## src/rtl/bsz_pkg.sv

```systemverilog
package bsz_pkg;

    localparam int BUS_W  = 16;
    localparam int BYTE_W = BUS_W / 2;

    typedef enum logic [1:0] {
        ST_IDLE   = 2'd0,
        ST_FIRST  = 2'd1,
        ST_SECOND = 2'd2
    } bsz_state_e;

    typedef struct packed {
        logic bus16;
        logic wr;
        logic word;
    } bsz_cmd_t;

    typedef struct packed {
        logic             rd;
        logic             hwr;
        logic             lwr;
        logic [BUS_W-1:0] data;
    } bsz_lane_t;

    function automatic logic needs_split(input bsz_cmd_t c);
        return c.word && !c.bus16;
    endfunction

    function automatic logic misaligned(input logic word, input logic a0);
        return word && a0;
    endfunction

endpackage

```

## src/rtl/bsz_lane.sv

```systemverilog
module bsz_lane
    import bsz_pkg::*;
(
    input  bsz_cmd_t         cmd,
    input  logic             a0,
    input  logic             second,
    input  logic [BUS_W-1:0] wdata,
    output bsz_lane_t        lane
);
    localparam int HI = BUS_W - 1;

    always_comb begin
        lane = '0;
        if (!cmd.wr) begin
            lane.rd = 1'b1;
        end else if (!cmd.bus16) begin
            lane.hwr = 1'b1;
            if (cmd.word && !second)
                lane.data[HI:BYTE_W] = wdata[HI:BYTE_W];
            else
                lane.data[HI:BYTE_W] = wdata[BYTE_W-1:0];
        end else if (cmd.word) begin
            lane.hwr  = 1'b1;
            lane.lwr  = 1'b1;
            lane.data = wdata;
        end else if (a0) begin
            lane.lwr               = 1'b1;
            lane.data[BYTE_W-1:0]  = wdata[BYTE_W-1:0];
        end else begin
            lane.hwr               = 1'b1;
            lane.data[HI:BYTE_W]   = wdata[BYTE_W-1:0];
        end
    end
endmodule

```

## src/rtl/bsz_merge.sv

```systemverilog
module bsz_merge
    import bsz_pkg::*;
(
    input  logic             clk,
    input  logic             rst,
    input  bsz_cmd_t         cmd,
    input  logic             a0,
    input  logic             take_first,
    input  logic             take_final,
    input  logic [BUS_W-1:0] bus_data,
    output logic [BUS_W-1:0] rdata
);
    localparam int HI = BUS_W - 1;

    logic [BYTE_W-1:0] hi_q;
    logic [BUS_W-1:0]  joined;

    always_comb begin
        joined = '0;
        if (needs_split(cmd))
            joined = {hi_q, bus_data[HI:BYTE_W]};
        else if (cmd.word)
            joined = bus_data;
        else if (cmd.bus16 && a0)
            joined[BYTE_W-1:0] = bus_data[BYTE_W-1:0];
        else
            joined[BYTE_W-1:0] = bus_data[HI:BYTE_W];
    end

    always_ff @(posedge clk) begin
        if (rst) begin
            hi_q  <= '0;
            rdata <= '0;
        end else begin
            if (take_first && !cmd.wr)
                hi_q <= bus_data[HI:BYTE_W];
            if (take_final && !cmd.wr)
                rdata <= joined;
        end
    end
endmodule

```

## src/rtl/bus_sizer.sv

```systemverilog
module bus_sizer
    import bsz_pkg::*;
#(
    parameter int ADDR_W = 24
) (
    input  logic              clk,
    input  logic              rst,
    input  logic              bus16_i,
    input  logic              cpu_req_i,
    input  logic [ADDR_W-1:0] cpu_addr_i,
    input  logic              cpu_word_i,
    input  logic              cpu_wr_i,
    input  logic [15:0]       cpu_wdata_i,
    output logic              cpu_done_o,
    output logic              cpu_err_o,
    output logic [15:0]       cpu_rdata_o,
    output logic              seq_req_o,
    output logic [ADDR_W-1:0] seq_addr_o,
    output logic              seq_rd_o,
    output logic              seq_hwr_o,
    output logic              seq_lwr_o,
    output logic [15:0]       seq_wdata_o,
    input  logic              seq_ack_i,
    input  logic [15:0]       seq_rdata_i
);
    bsz_state_e        st;
    bsz_cmd_t          cmd_q;
    logic [ADDR_W-1:0] addr_q;
    logic [BUS_W-1:0]  wdata_q;
    logic              done_q, err_q;
    logic              busy, second, split, last_ack, first_ack;
    bsz_lane_t         lane;

    assign busy      = (st != ST_IDLE);
    assign second    = (st == ST_SECOND);
    assign split     = needs_split(cmd_q);
    assign first_ack = (st == ST_FIRST) && seq_ack_i && split;
    assign last_ack  = seq_ack_i && (second || (st == ST_FIRST && !split));

    always_ff @(posedge clk) begin
        if (rst) begin
            st      <= ST_IDLE;
            cmd_q   <= '0;
            addr_q  <= '0;
            wdata_q <= '0;
            done_q  <= 1'b0;
            err_q   <= 1'b0;
        end else begin
            done_q <= 1'b0;
            err_q  <= 1'b0;
            unique case (st)
                ST_IDLE: if (cpu_req_i) begin
                    if (misaligned(cpu_word_i, cpu_addr_i[0])) begin
                        done_q <= 1'b1;
                        err_q  <= 1'b1;
                    end else begin
                        cmd_q   <= '{bus16: bus16_i, wr: cpu_wr_i, word: cpu_word_i};
                        addr_q  <= cpu_addr_i;
                        wdata_q <= cpu_wdata_i;
                        st      <= ST_FIRST;
                    end
                end
                ST_FIRST: if (seq_ack_i) begin
                    if (split) begin
                        st <= ST_SECOND;
                    end else begin
                        st     <= ST_IDLE;
                        done_q <= 1'b1;
                    end
                end
                ST_SECOND: if (seq_ack_i) begin
                    st     <= ST_IDLE;
                    done_q <= 1'b1;
                end
                default: st <= ST_IDLE;
            endcase
        end
    end

    bsz_lane u_lane (
        .cmd    (cmd_q),
        .a0     (addr_q[0]),
        .second (second),
        .wdata  (wdata_q),
        .lane   (lane)
    );

    bsz_merge u_merge (
        .clk        (clk),
        .rst        (rst),
        .cmd        (cmd_q),
        .a0         (addr_q[0]),
        .take_first (first_ack),
        .take_final (last_ack),
        .bus_data   (seq_rdata_i),
        .rdata      (cpu_rdata_o)
    );

    assign seq_req_o   = busy;
    assign seq_addr_o  = addr_q + ADDR_W'(second);
    assign seq_rd_o    = busy && lane.rd;
    assign seq_hwr_o   = busy && lane.hwr;
    assign seq_lwr_o   = busy && lane.lwr;
    assign seq_wdata_o = busy ? lane.data : '0;
    assign cpu_done_o  = done_q;
    assign cpu_err_o   = err_q;
endmodule

```

## config.mk

```make
export PLATFORM = sky130hd
export DESIGN_NAME = bus_sizer
export DESIGN_NICKNAME = d
export VERILOG_FILES = /design/src/rtl/bsz_pkg.sv /design/src/rtl/bsz_lane.sv /design/src/rtl/bsz_merge.sv /design/src/rtl/bus_sizer.sv
export SDC_FILE = /design/constraint.sdc
export NUM_CORES = 1
export LEC_CHECK = 0
export ABC_AREA = 0
export BUFFER_PORTS_ARGS = -buffer_cell sky130_fd_sc_hd__buf_2
export CORE_ASPECT_RATIO = 0.5
export CORE_UTILIZATION = 55
export DETAILED_ROUTE_END_ITERATION = 6
export GPL_TIMING_DRIVEN = 0
export PLACE_DENSITY = 0.86
export REMOVE_ABC_BUFFERS = 1
export SLEW_MARGIN = 5
export SYNTH_ARGS = -nofsm -noshare
export SYNTH_HDL_FRONTEND = slang
export SYNTH_HIERARCHICAL = 1
export SYNTH_SLANG_ARGS = --single-unit
```

## constraint.sdc

```tcl
create_clock -name clk -period 3.45 [get_ports clk]
set_input_delay 0.1725 -clock clk [delete_from_list [all_inputs] [get_ports clk]]
set_output_delay 0.1725 -clock clk [all_outputs]
set_load 0.01 [all_outputs]
```

**After elaboration in Yosys (flattened, before gate mapping)**

Index checks and enable logic that the tools add are counted.

- Bits in registers: 71
- Output and inout bits: 62
- Word-level logic and storage cells: 71
- Input bits: 63

- Bitwise logic cells: 2
- Add/subtract/negate cells: 1
- Muxes and demuxes: 29
- Reductions and logical operators: 23
- Equal/unequal tests: 6

Operators with widths:

| operator | count |
|---|---|
| 8-bit two-way mux | 8 |
| 18-bit two-way mux | 2 |
| 16-bit two-way mux | 2 |
| 24-bit by 1-bit adder with 24-bit output | 1 |
| 1-bit logical AND | 13 |
| 1-bit two-way mux | 10 |
| 2-bit two-way mux | 5 |
| 2-bit inequality test, second input constant | 4 |
| 2-bit one-hot mux with 3 select lines | 1 |
| 1-bit logical NOT | 4 |
| 4-bit AND reduction | 1 |
| 1-bit one-hot mux with 3 select lines | 1 |
| 3-bit AND reduction | 1 |
| 2-bit by 1-bit equality test with 1-bit output, second input constant | 1 |
| 2-bit equality test, second input constant | 1 |
| 2-bit logical NOT | 1 |
| 1-bit inverter | 2 |
| 2-bit nonzero test | 1 |
| 2-bit OR reduction | 1 |
| 1-bit logical OR | 1 |

**Longest topological paths before layout**

Gate-level depths: netlist of run 1.

- Depth after elaboration: 7
- Gate-level depth with buffers: 9

**Modules after synthesis**

The synthesis of run 1 kept the hierarchy.

Modules (own cells, without submodules):

| module | instances | cells an instance | area each (µm²) |
|---|---|---|---|
| bus_sizer | 1 | 294 | 2,288.4 |
| bsz_merge | 1 | 110 | 1,058.5 |
| bsz_lane | 1 | 52 | 391.6 |

**Least setup slack after synthesis of run 1**

No wires, ideal clock.

- Path kind: register to output
- Start: register st[1]
- End: output port seq_addr_o[14]
- Setup slack: 1.261 ns
- Stages on the path, launching flop included: 9
- Arrival: 2.016 ns
- Path through: dfxtp_1 > nor2b_1 > ha_1 > ha_1 > and3_1 > buf_4 > nand4_1 > nor3_1 > xor2_1

- Longest elaborated chain between the ends: 2

RTL lines:

| item | RTL line | RTL |
|---|---|---|
| start: declaration | bus_sizer.sv:26 | `bsz_state_e st;` |
| start signal: assignment | bus_sizer.sv:42 | `st <= ST_IDLE;` |
| start signal: assignment | bus_sizer.sv:60 | `st <= ST_FIRST;` |
| start signal: assignment | bus_sizer.sv:65 | `st <= ST_SECOND;` |
| 2-bit equality test | bus_sizer.sv:35 | `assign second = (st == ST_SECOND);` |
| via second | bus_sizer.sv:31 | `logic busy, second, split, last_ack, first_ack;` |
| 24-bit by 1-bit adder with 24-bit output | bus_sizer.sv:100 | `assign seq_addr_o = addr_q + ADDR_W'(second);` |
| end: declaration | bus_sizer.sv:18 | `output logic [ADDR_W-1:0] seq_addr_o,` |

The timed path passes the listed nets, and every way through them passes these cells.

**Worst setup path in the final report of run 1**

Same ends and word-level chain as after synthesis.

==> flow_summary.yaml, run 1 <==
cells_and_area:
  finalInstanceArea_sq_um: 4583
  multiInputGateArea_sq_um: 2095
  fillCellCount: 520
  regArea_sq_um: 1421
  layout-drive-gt1-share_pct: 30.62
  synthToLayoutAreaGrowth_pct: 22.59
  final_nets: 625
  final_util_pct: 72.68
  antennaDiodeCount: 0
critical_path:
  crit_buf_inv: 1
  crit_chain: "nor2b_1 > ha_1 > ha_1 > and3_1 > nand4_1 > nor3_1 > xor2_1 > buf_2"
  max_stage_delay_ns: 0.61
  worstPathRequired_ns: 3.28
  r2r_slack_ns: 0.84
  r2r_cells: 7
  cp_top_family: "simple AND/OR/NAND/NOR gates"
  crit_top_cell: "ha_1"
  critPathLaunchType: "flip-flop"
  cp-end-kind: "primary output"
  cp.arrival_ns: 2.97
  critical_path_class: "flip-flop to primary output"
  crit_fanout: 12
  rr_startpoint: "cmd_q[2]"
  rr_endpoint: "u_merge/rdata[5]"
  slowest_stage: "nor2b_1"
timing:
  fmax_ghz: 0.3180
  fin_crit_sh_pct: 91.14
  setup_viol: 0
  skew_ns: 0.002686
  final_max_slew_viol_count: 0
  period_needed_ns: 3.144
  rsz0062_at_grt: "no"
  finalHoldViolations: 0
  max_slew_margin_pct: 19.07
  worstMarginPinSlew_ns: 1.212
synthesis:
  ys_ff_latch: 71
  synth-edff-count: 0
  syn_inst: 456
  synth_flop_cell: "dfxtp_1"
  synthesis.area_sq_um: 3739
  muxShareOfSynthArea_pct: 4.552
  synthArstFlopShare_pct: 0
  yosys.area_share.simple_pct: 27.48
  synth-xor-area-share_pct: 5.154
  yosysSeqAreaShare_pct: 38.02
  synth_top_family_by_area: "simple AND/OR/NAND/NOR gates"
  synth_compound_area_share_pct: 17.97
  yosysWarnings: 6
  synth.distinct_cells: 43
  syn_avg_cell_area_sq_um: 8.199
  synth_adder_area_share_pct: 0.6693
floorplanning:
  die_w_um: 118.6
  die_h_um: 60.30
  core-area_sq_um: 6306
  rows: 20
  initial_core_util_pct: 59.29
  io_pins: 125
  die-area_sq_um: 7151
place:
  dp_hpwl_um: 5778
  place_area_sq_um: 4267
  routabilityCongestion: 0.8225
  port_buffers: 124
clock_network:
  cts-root-buf: "clkbuf_16"
  post-cts-setup-buffers: 0
  cts_tree: "yes"
  cts-resized-gates: 0
  cts-buffers-inserted: 9
  clkTransAtPathRegs_ns: 0.05
  clock_sinks: 71
  cts_max_level: 3
  clk_path_buf_depth: 2
  cts_hold_buf: 0
  clk-insertion-delay-late_ns: 0.32
power_and_ir_drop:
  ir_worst_vdd_v: 0.0003918
  p_leak_uw: 0.002021
  powerDensity_nw_per_um2: 455.6
global_routing:
  antenna_found_initial: 0
  grt_pass1_vias: 3087
  grt_max_degree: 72
  grt_first_pass_wirelength_um: 13790
  gr-total-overflow: 0
  grt_usage_pct: 24.59
routing:
  route.detailed.drc: 0
  vias: 3612
  ant_nets: 0
  firstDrtPassIters: 4
  viasPerCell: 5.531
  routed_wl_um: 8714
  wire_per_inst_um: 13.34
  drtIter0Drc: 180
outcome:
  outcome: "completed"
flow_run:
  cap_violations: 0
worst_hold_path:
  hp-start: "cpu_wdata_i[0]"
  min_to: "wdata_q[0]"
  min_path_type: "primary input to flip-flop"
  worst_hold_path.num_cells: 3
-- placed cells by master, fill, tap and decap left out, types with 3 or more instances in the layout --
master / n
a211oi_1: 20
and3_1: 5
dfxtp_1: 71
nor3_1: 3
nand2b_1: 3
nand2_1: 100
a22oi_1: 16
a21oi_2: 10
buf_2: 123
clkbuf_16: 9
a211oi_2: 4
nand4_1: 8
clkbuf_8: 3
nand3_1: 6
and2_1: 9
mux2i_1: 8
xor2_1: 6
nor2b_1: 22
a21oi_1: 42
xnor2_1: 16
and3b_1: 8
and4_1: 4
nor2_1: 33
mux2_2: 8
inv_1: 5
-- synth_stat cells (9+ instances only) --
| library cell | number | area share [%] |
|---|---|---|
| a21oi_2 | 10 | 2.3 |
| a211oi_1 | 20 | 4.0 |
| clkbuf_1 | 13 | 1.3 |
| xnor2_1 | 16 | 3.7 |
| buf_6 | 10 | 3.0 |
| and2_1 | 9 | 1.5 |
| nor2_1 | 34 | 3.4 |
| a22oi_1 | 16 | 3.2 |
| nor2b_1 | 22 | 3.7 |
| nand2_1 | 100 | 10 |
| a21oi_1 | 42 | 5.6 |
| dfxtp_1 | 71 | 38 |
-- through the flow --
| step | TNS [ns] | std cells | total power (uW) | setup WS, ns | hold WS, ns |
|---|---|---|---|---|---|
| 2_1_floorplan | 0 | 425 | 1051 | 1.005 | 0.2349 |
| 3_3_place_gp | -0.3419 | 637 | 1158 | -0.04842 | 0.4146 |
| 3_5_place_dp | 0 | 637 | 1166 | 0.4678 | 0.4184 |
| 4_1_cts | 0 | 653 | 2107 | 0.3426 | 0.07558 |
| 5_1_grt | 0 | 653 | 2178 | 0.09519 | 0.08020 |
| 6_report | 0 | 653 | 2088 | 0.3058 | 0.08613 |
-- state kept, by name, indices dropped and copies added, names as in the netlist --
name,cells
addr_q,24
u_merge/hi_q,8
cpu_done_o,1
wdata_q,16
cmd_q,3
cpu_err_o,1
u_merge/rdata,16
st,2
-- worst max path at each step --
stage / depth (start not counted) / to / slack (ns) / start
6_report: 8 / seq_addr_o[14] / 0.31 / st[1]
5_1_grt: 8 / seq_addr_o[14] / 0.1 / st[1]
4_1_cts: 8 / seq_addr_o[14] / 0.34 / st[1]
3_5_place_dp: 4 / addr_q[8] / 0.47 / st[1]
3_3_place_gp: 4 / addr_q[4] / -0.05 / st[1]
2_1_floorplan: 4 / addr_q[10] / 1.01 / st[1]
-- report_power, final --
part / internal [uW] / switching, uW
combinational: 104 / 140
clock: 619 / 317
sequential: 859 / 48.6
total: 1580 / 506
-- final cells by class --
type / instances / share of cell area [%]
clock buffers: 14 / 5.979
inverters: 6 / 0.4914
multi-input cells: 348 / 45.70
repair buffers: 124 / 13.60
flip-flops and latches: 71 / 31.01
clock inverters: 2 / 0.8190
well taps: 88 / 2.402
-- kinds of logic after synthesis --
logic type	after synthesis
buffers and inverters	37
DFF	71
AOI/OAI and AO/OA	97
xor gates and xnor gates	22
and+or+nand+nor	211
adders and majority gates	2
muxes	16
-- worst register-to-register path, cell delays in order, from the launching register on --
cell      delay (ns)
dfxtp_1         1.12
nand2b_1        0.21
a21o_1          0.13
nand2_1         0.07
inv_1           0.08
nor2b_1         0.51
nor2_1          0.12
a211oi_1        0.27
-- routing by layer --
layer / vias up / track usage [%] / share of wire [%]
met5: - / 0 / 0
met4: 0 / 9.403 / 1.2
met3: 14 / 6.775 / 6.3
met2: 124 / 43.78 / 48
met1: 1706 / 29.25 / 44
li1: 1768 / - / -
No activity file was read; power rests on OpenSTA's default activity.
==> run 2, diff against run 1 <==
BUFFER_PORTS_ARGS = -buffer_cell sky130_fd_sc_hd__buf_4   (was -buffer_cell sky130_fd_sc_hd__buf_2)
CAP_MARGIN = 15   (was not set)
==> flow_summary.yaml, run 2 (same netlist as run 1, synthesis figures left out) <==
worst_hold_path:
  min_to: "addr_q[21]"
  min_path_type: "primary input to flip-flop"
  worst_hold_path.num_cells: 3
  hp-start: "cpu_addr_i[21]"
floorplanning:
  io_pins: 125
  die_w_um: 118.6
  die_h_um: 60.30
  rows: 20
  core-area_sq_um: 6306
  die-area_sq_um: 7151
  initial_core_util_pct: 59.29
flow_run:
  cap_violations: 0
routing:
  routed_wl_um: 8968
  firstDrtPassIters: 4
  drtIter0Drc: 234
  ant_nets: 0
  wire_per_inst_um: 13.71
  route.detailed.drc: 0
  vias: 3514
  viasPerCell: 5.373
global_routing:
  grt_max_degree: 72
  grt_pass1_vias: 3271
  grt_first_pass_wirelength_um: 14350
  gr-total-overflow: 0
  antenna_found_initial: 0
  grt_usage_pct: 25.61
power_and_ir_drop:
  seqPwrFrac_pct: 42.4
  p_sw_share_pct: 23.93
  p_int_uw: 1627
  p_clk_share_pct: 44.5
  power_uw: 2139
  switchingPower_uw: 511.9
  ir_worst_vdd_v: 0.0003487
  combPwrFrac_pct: 13.1
  powerDensity_nw_per_um2: 437.1
  p_leak_uw: 0.002080
timing:
  skew_ns: 0.002364
  fin_crit_sh_pct: 89.85
  fmax_ghz: 0.3226
  worstMarginPinSlew_ns: 1.152
  setup_viol: 0
  max_slew_margin_pct: 23.08
  period_needed_ns: 3.100
  final_max_slew_viol_count: 0
  setup_tns_ns: 0
  finalHoldViolations: 0
  rsz0062_at_grt: "no"
place:
  port_buffers: 124
  routabilityCongestion: 0.7829
  dp_hpwl_um: 5920
critical_path:
  slowest_stage: "nor2b_1"
  max_stage_delay_ns: 0.58
  r2r_slack_ns: 0.77
  crit_fanout: 12
  r2r_cells: 7
  critical_path_class: "flip-flop to primary output"
  cp.arrival_ns: 2.93
  worstPathRequired_ns: 3.28
  crit_chain: "nor2b_1 > ha_1 > ha_1 > and3_1 > nand4_1 > nor3_1 > xor2_1 > buf_4"
  critPathLaunchType: "flip-flop"
  rr_startpoint: "cmd_q[2]"
  cp-end-kind: "primary output"
  crit_top_cell: "ha_1"
  rr_endpoint: "u_merge/rdata[1]"
clock_network:
  post-cts-setup-buffers: 0
  cts_max_level: 3
  clock_sinks: 71
  cts-resized-gates: 0
  clk-insertion-delay-late_ns: 0.32
  cts_tree: "yes"
  cts-buffers-inserted: 9
  clk_path_buf_depth: 2
  cts-root-buf: "clkbuf_16"
  cts_hold_buf: 0
  clkTransAtPathRegs_ns: 0.05
cells_and_area:
  synthToLayoutAreaGrowth_pct: 30.92
  antennaDiodeCount: 0
  layout-drive-gt1-share_pct: 30.39
  reg_top3: "addr_q: 24 flops, u_merge/rdata: 16 flops, wdata_q: 16 flops"
  final_nets: 626
  layout_common_cells: "124 x buf_4, 100 x nand2_1, 71 x dfxtp_1"
  largest_register_ffs: 24
  largest_register: "addr_q"
  fillCellCount: 490
  layout_commonest_cell: "buf_4"
  final_util_pct: 77.62
outcome:
  outcome: "completed"
[run 2: cell count changes in the layout (fill, tap and decap cells not counted), moves of 2 or more]
| cell | previous run | this run |
|---|---|---|
| buf_2 | 123 | 0 |
| buf_4 | 1 | 124 |
| clkbuf_8 | 3 | 0 |
| clkinv_2 | 0 | 2 |
[run 2: area by class of cell]
class                      count  area (sq um)  area share, %
multi-input combinational    348          2092          42.74
sequential                    71          1421          29.04
timing repair buffer         125         942.2          19.25
clock buffer                  12         236.5          4.831
tap                           88         110.1          2.249
clock inverter                 4         70.07          1.431
inverter                       6         22.52         0.4601
[run 2: metal layers]
| layer | vias up | wire, um | global-route usage (%) |
|---|---|---|---|
| met1 | 1616 | 3841 | 28.20 |
| met3 | 15 | 621 | 6.870 |
| met5 | - | 0 | 0 |
| met2 | 116 | 4348 | 48.29 |
| li1 | 1767 | - | - |
| met4 | 0 | 157 | 11.39 |
[run 2: worst max-delay path by stage]
| stage | startpoint | to | slack, ns | depth (start not counted) |
|---|---|---|---|---|
| after detailed placement | st[1] | seq_addr_o[14] | 0.72 | 8 |
| final | st[1] | seq_addr_o[14] | 0.35 | 8 |
| after CTS | st[1] | seq_addr_o[14] | 0.37 | 8 |
| after floorplan | st[1] | addr_q[10] | 1.01 | 4 |
| after global routing | st[1] | seq_addr_o[14] | 0.11 | 8 |
| after global placement | st[1] | addr_q[4] | -0.03 | 4 |
[run 2: critical path: cells and delay by family (launching register included)]
kind	cells	cell delay (ns)
adders and majority gates	2	0.53
and+or+nand+nor	4	1.38
DFF	1	0.37
xor gates and xnor gates	1	0.18
buffers and inverters	1	0.14
[run 2: per-stage QoR]
| stage | setup slack [ns] | std cells | hold WS, ns | instance area, sq um |
|---|---|---|---|---|
| after floorplan | 1.005 | 425 | 0.2349 | 3531 |
| final | 0.3503 | 654 | 0.09125 | 4895 |
| after global placement | -0.03079 | 637 | 0.4219 | 4572 |
| after global routing | 0.1124 | 654 | 0.09587 | 4895 |
| after CTS | 0.3672 | 654 | 0.08561 | 4895 |
| after detailed placement | 0.7167 | 638 | 0.4294 | 4588 |
[run 2: power by group through the flow]
stage | clock network (uW) | registers [uW] | logic [uW]
after global placement | 0 | 921 | 271
after detailed placement | 0 | 923 | 278
after floorplan | 0 | 915 | 137
after global routing | 1010 | 913 | 306
final | 952 | 907 | 280
after CTS | 964 | 906 | 280
